===== src/rtl/i2c_am_pkg.sv =====
package i2c_am_pkg;

  typedef enum logic [2:0] {
    ST_IDLE,
    ST_SHIFT,
    ST_DECIDE,
    ST_STALL,
    ST_RELEASE,
    ST_ACK_LO,
    ST_ACK_HI,
    ST_SELECTED
  } am_state_t;

  typedef struct packed {
    logic scl;
    logic sda;
    logic scl_rise;
    logic scl_fall;
    logic start;
    logic stop;
  } bus_ev_t;

  localparam logic [1:0] SEL_CTRL = 2'd0;
  localparam logic [1:0] SEL_OWN  = 2'd1;
  localparam logic [1:0] SEL_RXB  = 2'd2;

endpackage


===== src/rtl/i2c_am_sync.sv =====
module i2c_am_sync
  import i2c_am_pkg::*;
#(
  parameter int STAGES = 2
) (
  input  logic    clk,
  input  logic    rst_n,
  input  logic    scl_i,
  input  logic    sda_i,
  output bus_ev_t ev
);

  localparam int LINES = 2;

  logic [LINES-1:0] raw;
  logic [LINES-1:0] syn;
  logic [LINES-1:0] prv;

  assign raw = {sda_i, scl_i};

  for (genvar i = 0; i < LINES; i++) begin : g_line
    logic [STAGES-1:0] pipe;
    always_ff @(posedge clk or negedge rst_n) begin
      if (!rst_n) pipe <= '1;
      else        pipe <= {pipe[STAGES-2:0], raw[i]};
    end
    assign syn[i] = pipe[STAGES-1];
  end

  always_ff @(posedge clk or negedge rst_n) begin
    if (!rst_n) prv <= '1;
    else        prv <= syn;
  end

  always_comb begin
    ev.scl      = syn[0];
    ev.sda      = syn[1];
    ev.scl_rise = syn[0] & ~prv[0];
    ev.scl_fall = ~syn[0] & prv[0];
    ev.start    = syn[0] & prv[0] & ~syn[1] & prv[1];
    ev.stop     = syn[0] & prv[0] & syn[1] & ~prv[1];
  end

endmodule


===== src/rtl/i2c_am_cfg.sv =====
module i2c_am_cfg
  import i2c_am_pkg::*;
#(
  parameter int ADDR_W = 7
) (
  input  logic              clk,
  input  logic              rst_n,
  input  logic              cfg_wr,
  input  logic [1:0]        cfg_sel,
  input  logic [7:0]        cfg_wdata,
  output logic [7:0]        cfg_rdata,
  input  logic [ADDR_W:0]   rx_byte,
  output logic              en,
  output logic              hw_cmp,
  output logic [ADDR_W-1:0] own_addr
);

  logic              en_q, hw_q;
  logic [ADDR_W-1:0] own_q;
  logic              ctrl_we, own_we;

  assign ctrl_we = cfg_wr && (cfg_sel == SEL_CTRL);
  assign own_we  = cfg_wr && (cfg_sel == SEL_OWN);

  always_ff @(posedge clk or negedge rst_n) begin
    if (!rst_n) begin
      en_q <= 1'b0;
      hw_q <= 1'b0;
    end else if (ctrl_we) begin
      en_q <= cfg_wdata[0];
      hw_q <= cfg_wdata[1];
    end
  end

  always_ff @(posedge clk or negedge rst_n) begin
    if (!rst_n)      own_q <= '0;
    else if (own_we) own_q <= cfg_wdata[ADDR_W-1:0];
  end

  always_comb begin
    cfg_rdata = '0;
    case (cfg_sel)
      SEL_CTRL: cfg_rdata[1:0] = {hw_q, en_q};
      SEL_OWN:  cfg_rdata[ADDR_W-1:0] = own_q;
      SEL_RXB:  cfg_rdata[ADDR_W:0] = rx_byte;
      default:  cfg_rdata = '0;
    endcase
  end

  assign en       = en_q;
  assign hw_cmp   = hw_q;
  assign own_addr = own_q;

  AST_OWN_MSB_ZERO: assert property (@(posedge clk) disable iff (!rst_n)
    (cfg_sel == SEL_OWN) |-> (cfg_rdata[7] == 1'b0));
  AST_CTRL_WRITE_TAKES: assert property (@(posedge clk) disable iff (!rst_n)
    ctrl_we |=> (en == $past(cfg_wdata[0]) && hw_cmp == $past(cfg_wdata[1])));

endmodule


===== src/rtl/i2c_am_fsm.sv =====
module i2c_am_fsm
  import i2c_am_pkg::*;
#(
  parameter int ADDR_W = 7
) (
  input  logic              clk,
  input  logic              rst_n,
  input  bus_ev_t           ev,
  input  logic              en,
  input  logic              hw_cmp,
  input  logic [ADDR_W-1:0] own_addr,
  input  logic              fw_rel,
  input  logic              fw_ack,
  output logic              sda_pull,
  output logic              scl_pull,
  output logic              addr_flag,
  output logic [ADDR_W:0]   rx_byte,
  output logic              addressed,
  output logic              rw_dir
);

  localparam int BYTE_W = ADDR_W + 1;
  localparam int CNT_W  = $clog2(BYTE_W + 1);
  localparam logic [CNT_W-1:0] LAST_BIT = CNT_W'(BYTE_W - 1);

  am_state_t         st_q, st_d;
  logic [CNT_W-1:0]  cnt_q, cnt_d;
  logic [BYTE_W-1:0] sh_q, sh_d;
  logic [BYTE_W-1:0] rxb_q, rxb_d;
  logic              flag_q, flag_d;
  logic              sel_q, sel_d;
  logic              rw_q, rw_d;
  logic              hit;

  assign hit = (sh_q[BYTE_W-1:1] == own_addr);

  always_comb begin
    st_d   = st_q;
    cnt_d  = cnt_q;
    sh_d   = sh_q;
    rxb_d  = rxb_q;
    flag_d = flag_q;
    sel_d  = sel_q;
    rw_d   = rw_q;
    if (!en) begin
      st_d   = ST_IDLE;
      flag_d = 1'b0;
      sel_d  = 1'b0;
    end else if (ev.stop) begin
      st_d   = ST_IDLE;
      flag_d = 1'b0;
      sel_d  = 1'b0;
    end else if (ev.start) begin
      st_d   = ST_SHIFT;
      cnt_d  = '0;
      flag_d = 1'b0;
      sel_d  = 1'b0;
    end else begin
      case (st_q)
        ST_SHIFT: begin
          if (ev.scl_rise) begin
            sh_d  = {sh_q[BYTE_W-2:0], ev.sda};
            cnt_d = cnt_q + 1'b1;
            if (cnt_q == LAST_BIT) st_d = ST_DECIDE;
          end
        end
        ST_DECIDE: begin
          if (ev.scl_fall) begin
            if (hw_cmp) begin
              if (hit) begin
                st_d = ST_ACK_LO;
                rw_d = sh_q[0];
              end else begin
                st_d = ST_IDLE;
              end
            end else begin
              st_d   = ST_STALL;
              flag_d = 1'b1;
              rxb_d  = sh_q;
            end
          end
        end
        ST_STALL: begin
          if (fw_rel) begin
            flag_d = 1'b0;
            if (fw_ack) begin
              st_d = ST_RELEASE;
              rw_d = sh_q[0];
            end else begin
              st_d = ST_IDLE;
            end
          end
        end
        ST_RELEASE: st_d = ST_ACK_LO;
        ST_ACK_LO:  if (ev.scl_rise) st_d = ST_ACK_HI;
        ST_ACK_HI: begin
          if (ev.scl_fall) begin
            st_d  = ST_SELECTED;
            sel_d = 1'b1;
          end
        end
        default: ;
      endcase
    end
  end

  always_ff @(posedge clk or negedge rst_n) begin
    if (!rst_n) begin
      st_q   <= ST_IDLE;
      cnt_q  <= '0;
      sh_q   <= '0;
      rxb_q  <= '0;
      flag_q <= 1'b0;
      sel_q  <= 1'b0;
      rw_q   <= 1'b0;
    end else begin
      st_q   <= st_d;
      cnt_q  <= cnt_d;
      sh_q   <= sh_d;
      rxb_q  <= rxb_d;
      flag_q <= flag_d;
      sel_q  <= sel_d;
      rw_q   <= rw_d;
    end
  end

  assign sda_pull  = (st_q == ST_RELEASE) || (st_q == ST_ACK_LO) || (st_q == ST_ACK_HI);
  assign scl_pull  = (st_q == ST_STALL) || (st_q == ST_RELEASE);
  assign addr_flag = flag_q;
  assign rx_byte   = rxb_q;
  assign addressed = sel_q;
  assign rw_dir    = rw_q;

  AST_OFF_RELEASES_BUS: assert property (@(posedge clk) disable iff (!rst_n)
    !en |=> (!sda_pull && !scl_pull && !addr_flag));
  AST_ACK_ONLY_ON_HIT: assert property (@(posedge clk) disable iff (!rst_n)
    ($rose(sda_pull) && hw_cmp) |-> (sh_q[BYTE_W-1:1] == own_addr));
  AST_FLAG_HOLDS_SCL: assert property (@(posedge clk) disable iff (!rst_n)
    addr_flag |-> scl_pull);
  AST_REL_CLEARS_FLAG: assert property (@(posedge clk) disable iff (!rst_n)
    (addr_flag && fw_rel && en) |=> !addr_flag);
  AST_STOP_DESELECTS: assert property (@(posedge clk) disable iff (!rst_n)
    ev.stop |=> !addressed);
  AST_SDA_MOVES_SCL_LOW: assert property (@(posedge clk) disable iff (!rst_n)
    (en && $past(en) && !$stable(sda_pull)) |-> !ev.scl);

endmodule


===== src/rtl/i2c_addr_matcher.sv =====
module i2c_addr_matcher
  import i2c_am_pkg::*;
#(
  parameter int ADDR_W    = 7,
  parameter int SYNC_STG  = 2
) (
  input  logic       clk,
  input  logic       rst_n,
  input  logic       cfg_wr,
  input  logic [1:0] cfg_sel,
  input  logic [7:0] cfg_wdata,
  output logic [7:0] cfg_rdata,
  input  logic       scl_i,
  input  logic       sda_i,
  output logic       scl_pull,
  output logic       sda_pull,
  output logic       addr_flag,
  input  logic       fw_rel,
  input  logic       fw_ack,
  output logic       addressed,
  output logic       rw_dir
);

  logic [1:0]        rst_pipe;
  logic              rst_sync_n;
  bus_ev_t           ev;
  logic              en, hw_cmp;
  logic [ADDR_W-1:0] own_addr;
  logic [ADDR_W:0]   rx_byte;

  always_ff @(posedge clk or negedge rst_n) begin
    if (!rst_n) rst_pipe <= 2'b00;
    else        rst_pipe <= {rst_pipe[0], 1'b1};
  end
  assign rst_sync_n = rst_pipe[1];

  i2c_am_sync #(.STAGES(SYNC_STG)) u_sync (
    .clk   (clk),
    .rst_n (rst_sync_n),
    .scl_i (scl_i),
    .sda_i (sda_i),
    .ev    (ev)
  );

  i2c_am_cfg #(.ADDR_W(ADDR_W)) u_cfg (
    .clk       (clk),
    .rst_n     (rst_sync_n),
    .cfg_wr    (cfg_wr),
    .cfg_sel   (cfg_sel),
    .cfg_wdata (cfg_wdata),
    .cfg_rdata (cfg_rdata),
    .rx_byte   (rx_byte),
    .en        (en),
    .hw_cmp    (hw_cmp),
    .own_addr  (own_addr)
  );

  i2c_am_fsm #(.ADDR_W(ADDR_W)) u_fsm (
    .clk       (clk),
    .rst_n     (rst_sync_n),
    .ev        (ev),
    .en        (en),
    .hw_cmp    (hw_cmp),
    .own_addr  (own_addr),
    .fw_rel    (fw_rel),
    .fw_ack    (fw_ack),
    .sda_pull  (sda_pull),
    .scl_pull  (scl_pull),
    .addr_flag (addr_flag),
    .rx_byte   (rx_byte),
    .addressed (addressed),
    .rw_dir    (rw_dir)
  );

endmodule


===== config.mk =====
export PLATFORM = sky130hd
export DESIGN_NAME = i2c_addr_matcher
export DESIGN_NICKNAME = d
export VERILOG_FILES = /design/src/rtl/i2c_am_pkg.sv /design/src/rtl/i2c_am_sync.sv /design/src/rtl/i2c_am_cfg.sv /design/src/rtl/i2c_am_fsm.sv /design/src/rtl/i2c_addr_matcher.sv
export SDC_FILE = /design/constraint.sdc
export NUM_CORES = 1
export LEC_CHECK = 0
export ABC_AREA = 0
export BUFFER_PORTS_ARGS = -buffer_cell sky130_fd_sc_hd__buf_4
export CORE_MARGIN = 2
export CORE_UTILIZATION = 59
export CTS_BUF_LIST = sky130_fd_sc_hd__clkbuf_4 sky130_fd_sc_hd__clkbuf_8
export DETAILED_ROUTE_END_ITERATION = 10
export MAX_ROUTING_LAYER = met4
export PLACE_DENSITY = 0.79
export SYNTH_ARGS = -nofsm -noshare
export SYNTH_HDL_FRONTEND = slang
export SYNTH_SLANG_ARGS = --single-unit

===== constraint.sdc =====
create_clock -name clk -period 1.8 [get_ports clk]
set_input_delay 0 -clock clk [delete_from_list [all_inputs] [get_ports clk]]
set_output_delay 0 -clock clk [all_outputs]
set_load 0.03 [all_outputs]

Word-level counts from Yosys, hierarchy flattened
Index checks and enable logic that the tools add are counted.
{"block": "classes", "bitwise_logic": 14, "n_eq_ne": 26, "muxes": 37, "n_addsub": 1, "reduce_logical": 16}
{"cell": "$ne A5 B5 Y1 const B", "n": 8}
{"cell": "$mux W3", "n": 12}
{"cell": "$pmux W3 S6", "n": 1}
{"cell": "$mux W1", "n": 17}
{"cell": "$mux W4", "n": 3}
{"cell": "$pmux W5 S2", "n": 1}
{"cell": "$eq A3 B3 Y1 const B", "n": 3}
{"cell": "$ne A9 B9 Y1 const B", "n": 1}
{"cell": "$reduce_and A9 Y1", "n": 1}
{"cell": "$ne A4 B4 Y1 const B", "n": 2}
{"cell": "$reduce_and A4 Y1", "n": 2}
{"cell": "$and A1 B1 Y1", "n": 7}
{"cell": "$eq A7 B7 Y1", "n": 1}
{"cell": "$not A1 Y1", "n": 7}
{"cell": "$reduce_and A7 Y1", "n": 1}
{"cell": "$eq A3 B2 Y1 const B", "n": 2}
{"cell": "$ne A2 B2 Y1 const B", "n": 3}
{"cell": "$pmux W2 S3", "n": 1}
{"cell": "$reduce_and A6 Y1", "n": 1}
{"cell": "$reduce_bool A2 Y1", "n": 3}
{"cell": "$reduce_and A5 Y1", "n": 1}
{"cell": "$add A4 B1 Y4 const B", "n": 1}
{"cell": "$eq A4 B3 Y1 const B", "n": 1}
{"cell": "$ne A2 B1 Y1 const B", "n": 2}
{"cell": "other kinds (8)", "n": 12}
{"block": "word_totals", "ff_bits": 43, "in_bits": 17, "word_cells": 108, "out_inout_bits": 13}

Depth between registers and ports, before layout
Gate-level depths: netlist of the first run.
{"block": "depth", "depth_word": 8, "depth_mapped": 6, "ltp_nobuf": 6}

By module
A second synthesis of the first run with hierarchy kept.
{"block": "unflattened", "cells_unflattened": 189, "hier_area_um2": 2239.6}
{"mod": "i2c_am_fsm", "area_each_um2": 1436.4, "n_inst": 1, "cells_per_inst": 131}
{"mod": "i2c_am_cfg", "area_each_um2": 544.3, "n_inst": 1, "cells_per_inst": 43}
{"mod": "i2c_am_sync", "area_each_um2": 205.2, "n_inst": 1, "cells_per_inst": 12}
{"mod": "i2c_addr_matcher", "area_each_um2": 53.8, "n_inst": 1, "cells_per_inst": 3}

Worst setup path before layout of the first run
No wires, ideal clock.
{"block": "synth_timing", "path_type": "register to register", "startpoint": "register u_sync.prv[0]", "endpoint": "register u_fsm.rxb_q[0], in the netlist u_fsm.rx_byte[0]", "n_path_buf": 1, "required_time_ns": 1.675, "path_stages_with_launch": 5, "setup_slack_ns": 0.231, "arrival_time_ns": 1.445, "period_less_slack_ns": 1.569, "cell_sequence": "dfstp_2 > nor2b_1 > and4_1 > buf_4 > mux2_2"}
{"block": "synth_via", "elab_chain_cells": 5, "elab_cells_between_ends": 9}
{"element": "start: declaration", "line": "i2c_am_sync.sv:17", "text": "logic [LINES-1:0] prv;"}
{"element": "start signal: assignment", "line": "i2c_am_sync.sv:32", "text": "else prv <= syn;"}
{"element": "$and A1 B1 Y1", "line": "i2c_am_sync.sv:40, i2c_am_sync.sv:41"}
{"element": "$and A1 B1 Y1 (on tied branches) (2 in a row)", "line": "i2c_am_sync.sv:40, i2c_am_sync.sv:41"}
{"element": "$not A1 Y1 (no source line)"}
{"element": "$reduce_and A6 Y1 (no source line) (*)"}
{"element": "end signal: assignment", "line": "i2c_am_fsm.sv:120", "text": "rxb_q <= rxb_d;"}
{"element": "end: declaration", "line": "i2c_am_fsm.sv:29", "text": "logic [BYTE_W-1:0] rxb_q, rxb_d;"}
Mark *: on every way between the ends. The rest lies on a longest branch, timed or not.
A chain may end at the register's enable or synchronous reset.

Worst setup path after layout of the first run
{"block": "layout_timing", "startpoint": "register u_sync.prv[0]", "endpoint": "register u_fsm.rxb_q[6], in the netlist u_fsm.rx_byte[6]"}
The elaborated chain is that of the path after synthesis.

==> reports/qor.txt, run 1 <==
status: completed
row cnt: 21
Yosys reg bits: 43
Die Wd: 63.21 um
Slew Viols, Final: 0
via/cell ratio: 5.707
hold_sp: cfg_wr
CTS Buf Count: 5
drc violations: 0
clk slew on worst S/H paths: 0.12 ns
Clock Path Buffers: 2
Cell Area, Synth: 2068 um2
Critical Path RT: 2.03 ns
total power per unit cell area: 738.0 nW/um2
H-tree level count: 2
Mapped Nets: 189
final cycle utilization of the critical path: 92.63%
routed length per instance: 15.11 um
hold path cells: 3
pin count of the biggest net entering global routing: 31
Ys Warns: 0
Worst Setup Start Kind: flop
area of the die: 3995 um2
synth-to-layout area growth: 23.29%
Total Routed Length: 3914 um
GRT Residual Overflow: 0
Synth async-reset ratio: 100.0%
first-pass GRT wire length: 7100 um
gr usage total: 23.26%
clock sinks: 43
Worst Hold Class: in2reg
Worst Setup End Kind: flop
max_cap viols: 0
endpoints failing setup: 0
leading cell types in the layout, fill and taps excluded: dfrtp_1, buf_4, mux2_2
final hold vios: 0
static leakage: 1.194 nW
Starting Density: 61.50%
antenna violations before repair: 0
routability cong.: 0.9453
Worst-Margin Slew: 0.5143 ns
CTS tree: built
Post-synth top flop: dfrtp_1
fin crit period: 1.667 ns
leading area contributor after synthesis: dfrtp_1
syn avg cell area: 12.38 um2
final setup TNS: 0 ns
RSZ-0062 raised after global routing: no
FF-to-FF setup slack: 0.13 ns
IO Count: 30
initial drt markers: 121
Peak Freq: 599.7 MHz
Skew-Pair Late Insertion Delay: 0.34 ns
Max Clock Skew: 0.01177 ns
placed wire-length estimate: 2956 um
R2R Path End: u_fsm.rx_byte[6]
Max rail drop VDD: 0.5897 mV
Synth Instances: 167
Rel. slew slack: 65.71%
unique cell type count in the Yosys netlist: 38
most common cell after layout, fill and taps aside: dfrtp_1
root buffer cell: clkbuf_4
Final nets: 234
vias in the first global route: 1518
crit path kind: reg2reg
Design Power: 1.882 mW
I/O Buffers: 28
RR Startpoint: u_sync.prv[0]
1st-pass router iterations: 4
via total after detailed routing: 1478
crit path DAT: 1.90 ns
synth top area cells: dfrtp_1, mux2_2, dfstp_2
Min Hold Slack: 0.04041 ns
register area share after synthesis: 52.39%
EDFF count, synth: 0
CP Max Fanout: 9
DIE HEIGHT: 63.21 um
CORE AREA: 3363 um2
DRT antenna net count: 0
Hold Path Sink: u_cfg.hw_cmp
n_diodes: 0
Worst Reg2Reg Path Length in Cells: 4
layout cells sized above 1: 38.50%
Yosys top cell area share: 44.77%
[per-layer routing]
layer	track usage [%]	routed length, um
met1	30.78	1773
met2	37.63	1904
met3	3.571	198
met4	6.793	38
met5	-	0
[timing repair]
action / in CTS / in global routing
setup buffers: 0 / 0
hold endpoints to repair: 13 / 0
hold buffers: 11 / 0
endpoints found under the setup margin: 0 / 1
gates resized for setup: 0 / 1
[registers in the layout, summed over array words and instances (netlist names), 2 cells and up]
signal,flops
u_sync.g_line.pipe,4
u_fsm.st_q,3
u_fsm.cnt_q,4
u_fsm.rx_byte,8
u_sync.prv,2
u_cfg.own_addr,7
u_fsm.sh_q,8
rst_pipe,2
[stage by stage]
| stage | setup slack (ns) | std cells | instance area, um2 | util (%) |
|---|---|---|---|---|
| after floorplan | 0.2306 | 167 | 2068 | - |
| after global placement | 0.1922 | 240 | 2366 | 70.35 |
| after detailed placement | 0.1414 | 240 | 2366 | 70.35 |
| after CTS | 0.1275 | 259 | 2549 | 75.78 |
| after global routing | 0.02890 | 259 | 2550 | 75.82 |
| final | 0.1326 | 259 | 2550 | 75.82 |
[cells in the mapped netlist, types with 2 or more instances]
cell type  count
and2_1         3
nor4_4         2
dfstp_2        6
clkbuf_1       2
nor2_1        11
buf_4          3
nand4_1        2
a222oi_1       2
o21ai_0        2
o32ai_1        2
inv_1          4
xor2_1         5
nor2b_1        9
nand2_1       11
a22o_1         2
dfrtp_1       37
nand2b_1       2
xnor2_1        5
a22oi_1        6
mux2_2        27
ha_1           5
buf_2          2
o21a_1         2
[area by class of cell]
class	instances	area, um2
Clock buffer	7	65.06
Tap cell	46	57.56
Sequential cell	43	1085
Fill cell	251	813.3
Clock inverter	1	7.507
Multi-Input combinational cell	113	929.6
Inverter	4	15.01
Timing Repair Buffer	45	390.4
[how the worst max path moves through the flow]
| stage | from | to | slack, ns |
|---|---|---|---|
| 5_1_grt | u_fsm.st_q[1] | u_fsm.st_q[0] | 0.03 |
| 3_5_place_dp | u_sync.prv[0] | u_fsm.rx_byte[6] | 0.14 |
| 3_3_place_gp | u_fsm.st_q[0] | u_fsm.st_q[0] | 0.19 |
| 4_1_cts | u_fsm.st_q[0] | u_fsm.st_q[0] | 0.13 |
| 6_report | u_sync.prv[0] | u_fsm.rx_byte[6] | 0.13 |
| 2_1_floorplan | u_sync.prv[0] | u_fsm.rx_byte[0] | 0.23 |
[cell families (layout without fill, tap and decap cells)]
family                   Yosys count  count (layout)  share of synthesized area, %
buffers and inverters             11              57                         2.662
other                              1               1                        0.1813
AND/OR/NAND/NOR                   43              43                         11.98
flip-flops                        43              43                         52.39
multiplexers                      28              28                         15.43
XOR/XNOR                          10              10                         4.235
AO/OA/AOI/OAI                     26              26                         10.10
adder cells (fa/ha/maj)            5               5                         3.025
[worst max-delay path, cell delays in order (launching register included)]
cell,delay (ns)
dfstp_2,0.56
nor2b_1,0.25
and4_1,0.28
buf_12,0.14
mux2_2,0.34
[power by group]
part	switching (mW)	internal, mW	leakage, nW
combinational	0.129	0.147	0.603
sequential	0.0639	1.02	0.554
clock	0.289	0.229	0.0375
total	0.482	1.40	1.19
Power figures use the tool's default switching activity.
==> inputs of run 2 (changes only) <==
- CAP_MARGIN: unset -> 25
- PLACE_DENSITY: 0.79 -> 0.78
- SYNTH_HIERARCHICAL: unset -> 1
==> reports/qor.txt, run 2 <==
status: complete, but fails checks
failing checks: setup timing
CP bufs+invs: 0 (-1)
clk slew on worst S/H paths: 0.08 ns (-0.04 ns)
Max rail drop VDD: 0.6554 mV (+11%)
Critical Path RT: 1.97 ns (-0.06 ns)
I/O Buffers: 28 (unchanged)
final instance area: 2865 um2 (+12%)
Final nets: 269 (+15%)
crit path kind: reg2reg
CORE AREA: 3661 um2 (+8.9%)
endpoints failing setup: 1 (+1)
min setup slack post-route: -0.04547 ns (-0.1781 ns)
syn avg cell area: 11.87 um2 (-4.1%)
Worst path depth: 5 (+1)
Cell Area, Synth: 2232 um2 (+7.9%)
n_diodes: 0 (unchanged)
initial drt markers: 173 (+43%)
Max Clock Skew: 0.008798 ns (-0.002973 ns)
Worst Setup Start Kind: flop
NetSw: 0.6264 mW (+30%)
most common cell after layout, fill and taps aside: buf_4
final hold vios: 0 (unchanged)
H-tree level count: 2 (unchanged)
via total after detailed routing: 1674 (+13%)
placed cell areas: 2570 um2 (+8.6%)
# fillers: 225 (-10%)
first-pass GRT wire length: 8010 um (+13%)
pin count of the biggest net entering global routing: 42 (+35%)
Slew Viols, Final: 0 (unchanged)
Skew-Pair Late Insertion Delay: 0.30 ns (-0.04 ns)
RSZ-0062 raised after global routing: yes
delay-heaviest family, CP: simple AND/OR/NAND/NOR gates
final setup TNS: -0.04547 ns (-0.04547 ns)
routability cong.: 0.8874 (-6.1%)
routed length per instance: 16.10 um (+6.6%)
synth-to-layout area growth: 28.36%
worst path cell trace: and4b_2, or3b_4, a211oi_2, mux2i_1, nand3_1
leading cell types in the layout, fill and taps excluded: buf_4, dfrtp_1, mux2_2, dlygate4sd3_1, mux2_4
Starting Density: 60.97% (-0.52 points)
Peak Freq: 541.9 MHz (-9.6%)
Worst-Margin Slew: 0.5011 ns (-0.01322 ns)
CTS Buf Count: 5 (unchanged)
static leakage: 1.325 nW (+11%)
Worst Reg2Reg Path Length in Cells: 5 (+1)
CP Max Fanout: 4 (-5)
Synth Instances: 188 (+13%)
area of the die: 4292 um2 (+7.4%)
Rel. slew slack: 66.60% (+0.88 points)
clock sinks: 43 (unchanged)
1st-pass router iterations: 4 (unchanged)
clock power share: 27.9% (+0.4 points)
Mapped Nets: 210 (+11%)
Total Routed Length: 4767 um (+22%)
antenna violations before repair: 0 (unchanged)
sequential power share: 50.8% (-7.0 points)
max_cap viols: 0 (unchanged)
Die Wd: 65.51 um (+3.6%)
layout cells sized above 1: 40.32% (+1.8 points)
Worst Setup End Kind: flop
Logic pwr share: 21.2% (+6.5 points)
Design Power: 2.196 mW (+17%)
Multi-input gate area: 1122 um2 (+21%)
Ys Warns: 6 (+6)
internal power: 1.569 mW (+12%)
gr usage total: 24.96% (+1.7 points)
slowest CP cell: dfstp_2
IO Count: 30 (unchanged)
vias in the first global route: 1674 (+10%)
drc violations: 0 (unchanged)
fin crit period: 1.845 ns (+0.1781 ns)
Critical Path Max Stage Delay: 0.54 ns (-0.02 ns)
DIE HEIGHT: 65.51 um (+3.6%)
via/cell ratio: 5.655 (-0.90%)
Clock Path Buffers: 2 (unchanged)
DRT antenna net count: 0 (unchanged)
total power per unit cell area: 766.3 nW/um2 (+3.8%)
row cnt: 22 (+4.8%)
crit path DAT: 2.01 ns (+0.11 ns)
root buffer cell: clkbuf_8
CTS tree: built
placed wire-length estimate: 3271 um (+11%)
dpl ws: -0.02795 ns (-0.1694 ns)
register area: 1084 um2 (-0.12%)
GRT Residual Overflow: 0 (unchanged)
final cycle utilization of the critical path: 102.5% (+9.9 points)
Worst Hold Class: in2async
switching share of total power: 28.53% (+2.9 points)
[run 2: power by group through the flow]
stage               Sequential (mW)  Clock, mW  Combinational (mW)
floorplan                      1.13          0               0.264
global placement               1.12          0               0.406
detailed placement             1.13          0               0.415
CTS                            1.11      0.630               0.435
global route                   1.13      0.656               0.513
finish                         1.12      0.613               0.466
[run 2: routing by layer]
layer / track usage, % / part of all wire (%) / wire (um)
met1: 32.99 / 44 / 2081
met3: 3.596 / 3.7 / 177
met2: 40.69 / 51 / 2417
met4: 7.031 / 1.9 / 90
met5: - / 0 / 0
[run 2: final timing paths]
check	startpoint	endpoint	slack (ns)
min in group clk	fw_rel	u_fsm/addr_flag	0.11
worst max-delay path	u_sync/g_line[1].pipe[1]	u_fsm/rw_dir	-0.05
max in group asynchronous	rst_pipe[1]	u_sync/prv[0]	1.12
worst min-delay path	rst_n	rst_pipe[0]	0.02
worst min register to register	rst_pipe[1]	u_cfg/own_addr[0]	0.32
worst max register to register	u_sync/g_line[1].pipe[1]	u_fsm/rw_dir	-0.05
[run 2: cell type report]
class,count,area share [%]
repair buffers,59,17.03
flip-flops and latches,43,37.82
inverters,6,0.7860
well taps,48,2.096
clock inverters,2,0.4367
clock buffers,6,2.664
multi-input cells,132,39.17
[run 2: metrics by stage]
step,cells,hold slack [ns],utilization [%]
after floorplan,188,-0.2956,-
after CTS,290,0.001576,75.36
final,296,0.02366,78.26
after detailed placement,272,-0.2175,70.20
after global routing,296,0.03253,78.26
after global placement,272,-0.2182,70.20
[run 2: worst reg2reg max path, stage by stage, from the launching register on]
cell and delay, ns:
dfstp_2 0.54, and4b_2 0.26, or3b_4 0.43, a211oi_2 0.17
mux2i_1 0.23, nand3_1 0.09
[run 2: repair_timing]
action,4_1_cts,5_1_grt
pin swaps,0,2
endpoints found under the hold margin,13,0
gates resized for setup,0,14
buffers inserted,0,6
hold buffers,10,0
gates cloned,0,0
setup endpoints to repair,13,17
